$ cat src/rtl/gpio_fsel_pkg.sv
package gpio_fsel_pkg;
  localparam int unsigned REG_W     = 32;
  // word indices (byte offset = 4 * index)
  localparam int unsigned SET_WORD  = 7;   // 0x1C
  localparam int unsigned CLR_WORD  = 10;  // 0x28
  localparam int unsigned LEV_WORD  = 13;  // 0x34

  localparam logic [2:0] FN_IN  = 3'd0;
  localparam logic [2:0] FN_OUT = 3'd1;

  typedef enum logic [2:0] {
    ACC_NONE,
    ACC_FSEL,
    ACC_SET,
    ACC_CLR,
    ACC_LEV
  } acc_e;

  typedef struct packed {
    acc_e       kind;
    logic [7:0] idx;
  } acc_t;
endpackage

$ cat src/rtl/gpio_addr_dec.sv
module gpio_addr_dec
  import gpio_fsel_pkg::*;
#(
  parameter int unsigned ADDR_W     = 8,
  parameter int unsigned FSEL_WORDS = 6,
  parameter int unsigned BANKS      = 2   // must stay <= 3 so ranges do not overlap
) (
  input  logic [ADDR_W-1:0] addr_i,
  output acc_t              acc_o
);
  int unsigned word;
  logic        aligned;

  assign word    = 32'(addr_i) >> 2;
  assign aligned = (addr_i[1:0] == 2'b00);

  always_comb begin
    acc_o.kind = ACC_NONE;
    acc_o.idx  = '0;
    if (aligned) begin
      if (word < FSEL_WORDS) begin
        acc_o.kind = ACC_FSEL;
        acc_o.idx  = 8'(word);
      end else if (word >= SET_WORD && word < SET_WORD + BANKS) begin
        acc_o.kind = ACC_SET;
        acc_o.idx  = 8'(word - SET_WORD);
      end else if (word >= CLR_WORD && word < CLR_WORD + BANKS) begin
        acc_o.kind = ACC_CLR;
        acc_o.idx  = 8'(word - CLR_WORD);
      end else if (word >= LEV_WORD && word < LEV_WORD + BANKS) begin
        acc_o.kind = ACC_LEV;
        acc_o.idx  = 8'(word - LEV_WORD);
      end
    end
  end
endmodule

$ cat src/rtl/gpio_fsel_file.sv
module gpio_fsel_file
  import gpio_fsel_pkg::*;
#(
  parameter int unsigned NUM_PINS      = 54,
  parameter int unsigned PINS_PER_WORD = 10,
  parameter int unsigned FSEL_W        = 3,
  localparam int unsigned FSEL_WORDS   = (NUM_PINS + PINS_PER_WORD - 1) / PINS_PER_WORD,
  localparam int unsigned USED_W       = PINS_PER_WORD * FSEL_W
) (
  input  logic                         clk_i,
  input  logic                         rst_ni,
  input  logic                         wr_i,
  input  logic [7:0]                   widx_i,
  input  logic [REG_W-1:0]             wdata_i,
  output logic [NUM_PINS*FSEL_W-1:0]   fsel_o,
  output logic [FSEL_WORDS*REG_W-1:0]  words_o
);
  logic [NUM_PINS*FSEL_W-1:0] fsel_q;
  logic unused_hi;

  assign unused_hi = ^wdata_i[REG_W-1:USED_W];

  always_ff @(posedge clk_i or negedge rst_ni) begin
    if (!rst_ni) begin
      for (int p = 0; p < NUM_PINS; p++) fsel_q[p*FSEL_W +: FSEL_W] <= FN_IN;
    end else if (wr_i) begin
      for (int p = 0; p < NUM_PINS; p++) begin
        if (widx_i == 8'(p / PINS_PER_WORD))
          fsel_q[p*FSEL_W +: FSEL_W] <= wdata_i[(p % PINS_PER_WORD)*FSEL_W +: FSEL_W];
      end
    end
  end

  always_comb begin
    words_o = '0;
    for (int p = 0; p < NUM_PINS; p++)
      words_o[(p / PINS_PER_WORD)*REG_W + (p % PINS_PER_WORD)*FSEL_W +: FSEL_W] =
        fsel_q[p*FSEL_W +: FSEL_W];
  end

  assign fsel_o = fsel_q;
endmodule

$ cat src/rtl/gpio_out_latch.sv
module gpio_out_latch
  import gpio_fsel_pkg::*;
#(
  parameter int unsigned NUM_PINS = 54
) (
  input  logic                clk_i,
  input  logic                rst_ni,
  input  logic                set_i,
  input  logic                clr_i,
  input  logic [7:0]          bank_i,
  input  logic [REG_W-1:0]    wdata_i,
  output logic [NUM_PINS-1:0] lat_o
);
  logic [NUM_PINS-1:0] lat_q;

  // set and clear live at distinct addresses, so they never coincide
  always_ff @(posedge clk_i or negedge rst_ni) begin
    if (!rst_ni) begin
      lat_q <= '0;
    end else if (set_i || clr_i) begin
      for (int p = 0; p < NUM_PINS; p++) begin
        if (bank_i == 8'(p / REG_W) && wdata_i[p % REG_W])
          lat_q[p] <= set_i;
      end
    end
  end

  assign lat_o = lat_q;
endmodule

$ cat src/rtl/gpio_in_sync.sv
module gpio_in_sync #(
  parameter int unsigned WIDTH  = 54,
  parameter int unsigned STAGES = 2
) (
  input  logic             clk_i,
  input  logic             rst_ni,
  input  logic [WIDTH-1:0] d_i,
  output logic [WIDTH-1:0] q_o
);
  logic [WIDTH-1:0] stage_q [STAGES];

  for (genvar s = 0; s < STAGES; s++) begin : g_stage
    if (s == 0) begin : g_first
      always_ff @(posedge clk_i or negedge rst_ni)
        if (!rst_ni) stage_q[s] <= '0;
        else         stage_q[s] <= d_i;
    end else begin : g_next
      always_ff @(posedge clk_i or negedge rst_ni)
        if (!rst_ni) stage_q[s] <= '0;
        else         stage_q[s] <= stage_q[s-1];
    end
  end

  assign q_o = stage_q[STAGES-1];
endmodule

$ cat src/rtl/gpio_fsel_regs.sv
module gpio_fsel_regs
  import gpio_fsel_pkg::*;
#(
  parameter int unsigned NUM_PINS      = 54,
  parameter int unsigned PINS_PER_WORD = 10,
  parameter int unsigned FSEL_W        = 3,
  parameter int unsigned ADDR_W        = 8,
  parameter int unsigned SYNC_STAGES   = 2
) (
  input  logic                       clk_i,
  input  logic                       rst_ni,
  input  logic                       req_i,
  input  logic                       we_i,
  input  logic [ADDR_W-1:0]          addr_i,
  input  logic [31:0]                wdata_i,
  output logic [31:0]                rdata_o,
  input  logic [NUM_PINS-1:0]        pad_in_i,
  output logic [NUM_PINS*FSEL_W-1:0] pad_func_o,
  output logic [NUM_PINS-1:0]        pad_oe_o,
  output logic [NUM_PINS-1:0]        pad_out_o
);
  localparam int unsigned FSEL_WORDS = (NUM_PINS + PINS_PER_WORD - 1) / PINS_PER_WORD;
  localparam int unsigned BANKS      = (NUM_PINS + REG_W - 1) / REG_W;
  localparam int unsigned LEV_W      = BANKS * REG_W;

  acc_t                        acc;
  logic                        wr, rd;
  logic [FSEL_WORDS*REG_W-1:0] fsel_words;
  logic [NUM_PINS*FSEL_W-1:0]  fsel;
  logic [NUM_PINS-1:0]         lat;
  logic [NUM_PINS-1:0]         lev_sync;
  logic [LEV_W-1:0]            lev_wide;
  logic [REG_W-1:0]            rd_next, rdata_q;

  assign wr = req_i && we_i;
  assign rd = req_i && !we_i;

  gpio_addr_dec #(
    .ADDR_W     (ADDR_W),
    .FSEL_WORDS (FSEL_WORDS),
    .BANKS      (BANKS)
  ) u_dec (
    .addr_i (addr_i),
    .acc_o  (acc)
  );

  gpio_fsel_file #(
    .NUM_PINS      (NUM_PINS),
    .PINS_PER_WORD (PINS_PER_WORD),
    .FSEL_W        (FSEL_W)
  ) u_fsel (
    .clk_i   (clk_i),
    .rst_ni  (rst_ni),
    .wr_i    (wr && acc.kind == ACC_FSEL),
    .widx_i  (acc.idx),
    .wdata_i (wdata_i),
    .fsel_o  (fsel),
    .words_o (fsel_words)
  );

  gpio_out_latch #(
    .NUM_PINS (NUM_PINS)
  ) u_lat (
    .clk_i   (clk_i),
    .rst_ni  (rst_ni),
    .set_i   (wr && acc.kind == ACC_SET),
    .clr_i   (wr && acc.kind == ACC_CLR),
    .bank_i  (acc.idx),
    .wdata_i (wdata_i),
    .lat_o   (lat)
  );

  gpio_in_sync #(
    .WIDTH  (NUM_PINS),
    .STAGES (SYNC_STAGES)
  ) u_sync (
    .clk_i  (clk_i),
    .rst_ni (rst_ni),
    .d_i    (pad_in_i),
    .q_o    (lev_sync)
  );

  assign lev_wide = LEV_W'(lev_sync);

  always_comb begin
    rd_next = '0;
    unique case (acc.kind)
      ACC_FSEL: begin
        for (int w = 0; w < FSEL_WORDS; w++)
          if (acc.idx == 8'(w)) rd_next = fsel_words[w*REG_W +: REG_W];
      end
      ACC_LEV: begin
        for (int b = 0; b < BANKS; b++)
          if (acc.idx == 8'(b)) rd_next = lev_wide[b*REG_W +: REG_W];
      end
      default: rd_next = '0;  // set/clear are write-only
    endcase
  end

  always_ff @(posedge clk_i or negedge rst_ni) begin
    if (!rst_ni)  rdata_q <= '0;
    else if (rd)  rdata_q <= rd_next;
  end

  assign rdata_o = rdata_q;

  for (genvar p = 0; p < NUM_PINS; p++) begin : g_pad
    assign pad_oe_o[p] = (fsel[p*FSEL_W +: FSEL_W] == FN_OUT);
  end

  assign pad_func_o = fsel;
  assign pad_out_o  = lat;
endmodule

$ cat config.mk
export PLATFORM = sky130hd
export DESIGN_NAME = gpio_fsel_regs
export DESIGN_NICKNAME = d
export VERILOG_FILES = /design/src/rtl/gpio_fsel_pkg.sv /design/src/rtl/gpio_addr_dec.sv /design/src/rtl/gpio_fsel_file.sv /design/src/rtl/gpio_out_latch.sv /design/src/rtl/gpio_in_sync.sv /design/src/rtl/gpio_fsel_regs.sv
export SDC_FILE = /design/constraint.sdc
export NUM_CORES = 1
export LEC_CHECK = 0
export ABC_AREA = 1
export CAP_MARGIN = 30
export CORE_ASPECT_RATIO = 1.2
export CORE_MARGIN = 2
export CORE_UTILIZATION = 30
export DETAILED_ROUTE_END_ITERATION = 10
export GPL_TIMING_DRIVEN = 1
export SKIP_LAST_GASP = 1
export SLEW_MARGIN = 10
export SYNTH_ARGS = -nofsm -noshare
export SYNTH_HDL_FRONTEND = slang
export SYNTH_SLANG_ARGS = --single-unit
$ cat constraint.sdc
create_clock -name clk_i -period 1 [get_ports clk_i]
set_input_delay 0.15 -clock clk_i [delete_from_list [all_inputs] [get_ports clk_i]]
set_output_delay 0.15 -clock clk_i [all_outputs]
set_load 0.02 [all_outputs]
== After elaboration in Yosys (flattened, before gate mapping) ==
Cells that the tools add are included.
Operators by class
  $lt $le $gt $ge: 7
  reductions and logical operators: 126
  $add $sub $neg: 3
  equality and inequality tests: 63
  mux-type cells: 14
Operators with widths (number)
  32-bit 2-to-1 mux: 7
  3-bit by 1-bit equality test with 1-bit output (second input constant): 55
  2-bit AND reduction: 60
  32-bit case mux with 2 select lines: 1
  1-bit logical AND: 62
  11-bit 2-to-1 mux: 5
  30-bit 2-to-1 mux: 1
  6-bit by 4-bit < comparator with 1-bit output (second input constant): 3
  8-bit by 2-bit equality test with 1-bit output (second input constant): 2
  8-bit by 3-bit equality test with 1-bit output (second input constant): 2
  6-bit by 4-bit subtractor with 7-bit output (second input constant): 2
  6-bit by 4-bit greater-or-equal comparator with 1-bit output (second input constant): 2
  8-bit by 1-bit equality test with 1-bit output (second input constant): 1
  8-bit zero test: 1
  6-bit by 3-bit subtractor with 7-bit output (second input constant): 1
  3-bit by 2-bit equality test with 1-bit output (second input constant): 2
  6-bit by 3-bit greater-or-equal comparator with 1-bit output (second input constant): 1
  6-bit by 3-bit < comparator with 1-bit output (second input constant): 1
  3-bit equality test (second input constant): 1
  2-bit zero test: 1
  1-bit zero test: 1
  1-bit logical OR: 1
Word-level totals
  word-level logic and storage cells: 276
  register bits after elaboration: 356

== Depth between registers and ports, before layout ==
  depth in word-level cells: 15
  depth in mapped cells: 23

== Hierarchy ==
From an unflattened synthesis, not the netlist that was laid out.
Second synthesis, totals
  cells, all modules: 2235
  area total of the unflattened synthesis: 18302.6 µm²
Modules (own cells, without submodules)
  gpio_fsel_file: instances 1, cells an instance 921, sequential area each 4053.9 µm², area each 7882.6 µm²
  gpio_fsel_regs: instances 1, cells an instance 594, sequential area each 800.8 µm², area each 3729.8 µm²
  gpio_in_sync: instances 1, cells an instance 162, sequential area each 2702.6 µm², area each 3108.0 µm²
  gpio_out_latch: instances 1, cells an instance 453, sequential area each 1351.3 µm², area each 3009.1 µm²
  gpio_addr_dec: instances 1, cells an instance 105, sequential area each 0.0 µm², area each 573.0 µm²

== Worst setup path before layout ==
Ideal clock, no wire load.
  path kind: input to register
  from: input addr_i[4]
  to: register rdata_q[19] (netlist: rdata_o[19])
  arrival time: 1.957 ns
  cell stages on the path: 20
  required time: 0.877 ns
  setup slack: -1.081 ns
  library setup time: 0.123 ns
  cells stage by stage: buf_6 > inv_4 > ha_1 > nand2_1 > inv_1 > nor2_4 > nand2_2 > nand2_2 > nand2_2 > nand2_4 > nand2_4 > inv_2 > nand2_4 > nor2_8 > inv_4 > nand2_4 > buf_4 > nor2_1 > o21ai_1 > a21oi_1
On the way
  cells in the longest elaborated chain, start to end: 15
  elaborated cells between the ends (all ways): 35
  classes of those cells: add/sub (3); order compare (7); eq/ne (7); mux (14); reduce/logical (4)
RTL lines
  start, declared: RTL line gpio_fsel_regs.sv:14  | input logic [ADDR_W-1:0] addr_i,
  6-bit by 4-bit greater-or-equal comparator with 1-bit output or 6-bit by 4-bit < comparator with 1-bit output (tied branches): RTL line gpio_addr_dec.sv:30  | end else if (word >= LEV_WORD && word < LEV_WORD + BANKS) begin
  1-bit logical AND: RTL line gpio_addr_dec.sv:30
  11-bit 2-to-1 mux: RTL line gpio_addr_dec.sv:30
  11-bit 2-to-1 mux: RTL line gpio_addr_dec.sv:27  | end else if (word >= CLR_WORD && word < CLR_WORD + BANKS) begin
  11-bit 2-to-1 mux: RTL line gpio_addr_dec.sv:24  | end else if (word >= SET_WORD && word < SET_WORD + BANKS) begin
  11-bit 2-to-1 mux (*): RTL line gpio_addr_dec.sv:21  | if (word < FSEL_WORDS) begin
  11-bit 2-to-1 mux (*): RTL line gpio_addr_dec.sv:20  | if (aligned) begin
  8-bit zero test: RTL line gpio_fsel_regs.sv:90, gpio_fsel_regs.sv:94
  30-bit 2-to-1 mux: RTL line gpio_fsel_regs.sv:90  | if (acc.idx == 8'(w)) rd_next = fsel_words[w*REG_W +: REG_W];
  32-bit 2-to-1 mux (5 in series): RTL line gpio_fsel_regs.sv:90
  32-bit case mux with 2 select lines (*): RTL line gpio_fsel_regs.sv:87  | unique case (acc.kind)
  end signal, assigned: RTL line gpio_fsel_regs.sv:102  | else if (rd) rdata_q <= rd_next;
  end, declared: RTL line gpio_fsel_regs.sv:33  | logic [REG_W-1:0] rd_next, rdata_q;
Mark *: on every way between the ends. The rest lies on a longest branch, timed or not.
A chain may end at the register's enable or synchronous reset.

== Worst setup path after layout ==
  from: input addr_i[3]
  to: register rdata_q[23] (netlist: rdata_o[23])
The elaborated chain is that of the path after synthesis.

==> flow_metrics.env <==
export IMPL_root_buffer="clkbuf_16"
export IMPL_diodes=0
export IMPL_max_freq_mhz=498
export IMPL_area_growth_pct=73.7
export IMPL_synth_seq_area_share_pct=58.6
export IMPL_gp_congestion=0.967
export IMPL_rr_startpoint="u_fsel.fsel_o[113]"
export IMPL_total_power_mw=37.5
export IMPL_die_h_um=251
export IMPL_ys_types=33
export IMPL_ys_ff_latch=356
export IMPL_num_io_pins=400
export IMPL_min_to="u_sync.stage_q[66]"
export IMPL_outcome="finished with violations"
export IMPL_grt_pass1_vias=15674
export IMPL_hp_class="in -> reg"
export IMPL_nFillCells=4514
export IMPL_r2r_end="rdata_o[23]"
export IMPL_clockBufferDepth=3
export IMPL_post_synth_inst_count=1654
export IMPL_vias=15138
export IMPL_final_common_cell="buf_4"
export IMPL_hp_start="pad_in_i[12]"
export IMPL_stdcell_area_sq_um=26400
export IMPL_critPathLaunchType="input pin"
export IMPL_start_util_pct=30.3
export IMPL_path_max_fanout=7
export IMPL_irDropWorstVdd_uv=1020
export IMPL_ff2ff_path_depth=7
export IMPL_placedInstanceArea_sq_um=22900
export IMPL_antenna_left=0
export IMPL_rows=90
export IMPL_power_density_nw_per_um2=1420
export IMPL_rsz0062_at_grt="yes"
export IMPL_violations="negative setup slack"
export IMPL_core_sq_um=50200
export IMPL_hold_viol=0
export IMPL_synth_area_sq_um=15200
export IMPL_clock_sinks=356
export IMPL_required_ns=1.46
export IMPL_slew_headroom_pct=63.6
export IMPL_synthFlopType="dfrtp_1"
export IMPL_worstMarginPinSlew_ns=0.547
export IMPL_grt_usage_pct=25.4
export IMPL_hpwl_um=48900
export IMPL_syn_nets=1759
export IMPL_clk_latency_ns=0.57
export IMPL_die_area_sq_um=52500
export IMPL_r2r_slack_ns=-0.25
export IMPL_syn_avg_cell_area_sq_um=9.19
export IMPL_drtPass1Iterations=7
export IMPL_fin_tns_setup_ns=-417.40
export IMPL_maxSlewViolCount=0
export IMPL_multi_input_area_sq_um=6590
export IMPL_total_leakage_power_nw=13.2
export IMPL_cp_data_arrival_time_ns=2.46
export IMPL_drt_iter0_drc=865
export IMPL_synth_edf_count=0
export IMPL_crit_type="in -> reg"
export IMPL_place_ws_ns=-2.30
export IMPL_grt_overflow=0
export IMPL_holdPathStages=1
export IMPL_cts_htree_levels=2
export IMPL_maxCapViolCount=0
export IMPL_seq_area_sq_um=8910
export IMPL_fin_nets=2531
export IMPL_fin_skew_ns=0.0318
export IMPL_routedWlPerCell_um=21.9
export IMPL_mostFrequentLayoutCells="382 x buf_4, 356 x dfrtp_1, 343 x nand2_1"
export IMPL_grt_antenna_before_repair=1
export IMPL_clkTransAtPathRegs_ns=0.06
export IMPL_drc=0
export IMPL_grt_max_degree=71
export IMPL_cts_buffers=39
export IMPL_wl_um=67800
export IMPL_setup_slack_ns=-1.01
export IMPL_yosysWarnings=0
export IMPL_period_minus_slack_ns=2.01
export IMPL_drive_gt1_share_pct=35.0
export IMPL_setup_viol=550
export IMPL_grt_pass1_wl_um=98500
export IMPL_period_share_pct=201
export IMPL_vias_per_cell=4.88
export IMPL_tritoncts="done"
export IMPL_synthArstFlopShare_pct=100
export IMPL_portBuffers=399
export IMPL_die_x_um=210
export IMPL_final_util_pct=52.6
export IMPL_cp_end_kind="register"
[through the flow]
stage,cells,hold WS [ns]
2_1_floorplan,1654,-0.146
3_3_place_gp,2945,-0.0331
3_5_place_dp,2945,-0.0321
4_1_cts,3076,0.000398
5_1_grt,3100,0.00280
6_report,3100,0.0290
[synth_stat cells, types with 5 or more instances]
| cell type | count | share of area (%) |
|---|---|---|
| nand2_4 | 6 | 0.44 |
| o21ai_1 | 68 | 2.2 |
| inv_2 | 8 | 0.20 |
| nor2_4 | 7 | 0.52 |
| nor3_1 | 19 | 0.63 |
| buf_4 | 10 | 0.49 |
| inv_1 | 135 | 3.3 |
| nand2_1 | 398 | 9.8 |
| a21oi_1 | 84 | 2.8 |
| buf_2 | 18 | 0.59 |
| mux2i_1 | 44 | 2.9 |
| dfrtp_1 | 356 | 59 |
| buf_1 | 5 | 0.12 |
| nand3_1 | 140 | 4.6 |
| ha_1 | 7 | 0.58 |
| clkbuf_1 | 39 | 0.96 |
| o21ai_0 | 134 | 4.4 |
| buf_6 | 10 | 0.74 |
| nor3b_1 | 30 | 1.5 |
| nand2_2 | 12 | 0.49 |
| nor2_1 | 95 | 2.3 |
| or2_2 | 6 | 0.25 |
[worst max-delay path, stage by stage]
cell and delay, ns:
buf_8 0.08, clkinvlp_4 0.20, ha_4 0.25, nand2_4 0.09, inv_4 0.04, nor2_4 0.13, nand2_2 0.07, nand2_2 0.10
nand2_2 0.05, nand3_2 0.10, nand2_4 0.08, buf_4 0.15, nand2_4 0.10, nor2_8 0.05, buf_12 0.14, buf_6 0.13
nand2_1 0.07, nand3_2 0.11, o21ai_4 0.18, nand2_1 0.08, nand2_1 0.06, nand2_1 0.04
[flip-flops by register name (all words and copies together) (netlist names)]
name	cells
u_sync.q_o	54
u_lat.lat_o	54
rdata_o	32
u_fsel.fsel_o	162
u_sync.stage_q	54
[kinds of logic (layout without fill, tap and decap cells)]
logic type	after synthesis	in the layout	share of synthesized area, %
simple gates	727	730	21.6
flops	356	356	58.6
compound gates	288	288	9.58
buf+inv	228	1027	6.57
mux	44	44	2.90
fa+ha+maj	7	7	0.576
xor+xnor	4	4	0.230
[final cells by class]
class                           count  area share, %
Clock inverter                     17          0.772
Clock buffer                       54           4.25
Multi-Input combinational cell   1073           25.0
Sequential cell                   356           33.7
Timing Repair Buffer              810           31.0
Inverter                          146           2.28
Tap cell                          644           3.05
[where the power goes]
group	internal, mW	switching [mW]	leakage [nW]	total (mW)
Sequential	15.2	0.523	4.63	15.7
Clock	8.73	6.21	0.650	14.9
Combinational	3.16	3.69	7.92	6.85
Total	27.1	10.4	13.2	37.5
[worst max path at each step]
stage / start / to / slack, ns
finish: addr_i[3] / rdata_o[23] / -1.01
global route: addr_i[4] / u_fsel.fsel_o[131] / -1.09
CTS: addr_i[3] / rdata_o[11] / -0.94
detailed placement: addr_i[3] / rdata_o[21] / -2.30
global placement: addr_i[3] / rdata_o[21] / -2.31
floorplan: addr_i[3] / rdata_o[11] / -1.04
[metal layers]
layer | GRT usage [%] | vias to the layer above | routed length, um
li1 | - | 6937 | -
met1 | 27.6 | 7455 | 24500
met2 | 46.6 | 587 | 35200
met3 | 6.33 | 157 | 5020
met4 | 10.7 | 2 | 3010
met5 | 0 | - | 13
[timing repair]
action                                 in CTS  in global routing
pin swaps                                  61                 55
buffers inserted                           35                 17
gates cloned                               19                  9
endpoints found under the hold margin     362                  1
setup endpoints to repair                 550                550
resized for setup                         231                133
hold buffers                                8                  1
No activity file was read; power rests on OpenSTA's default activity.
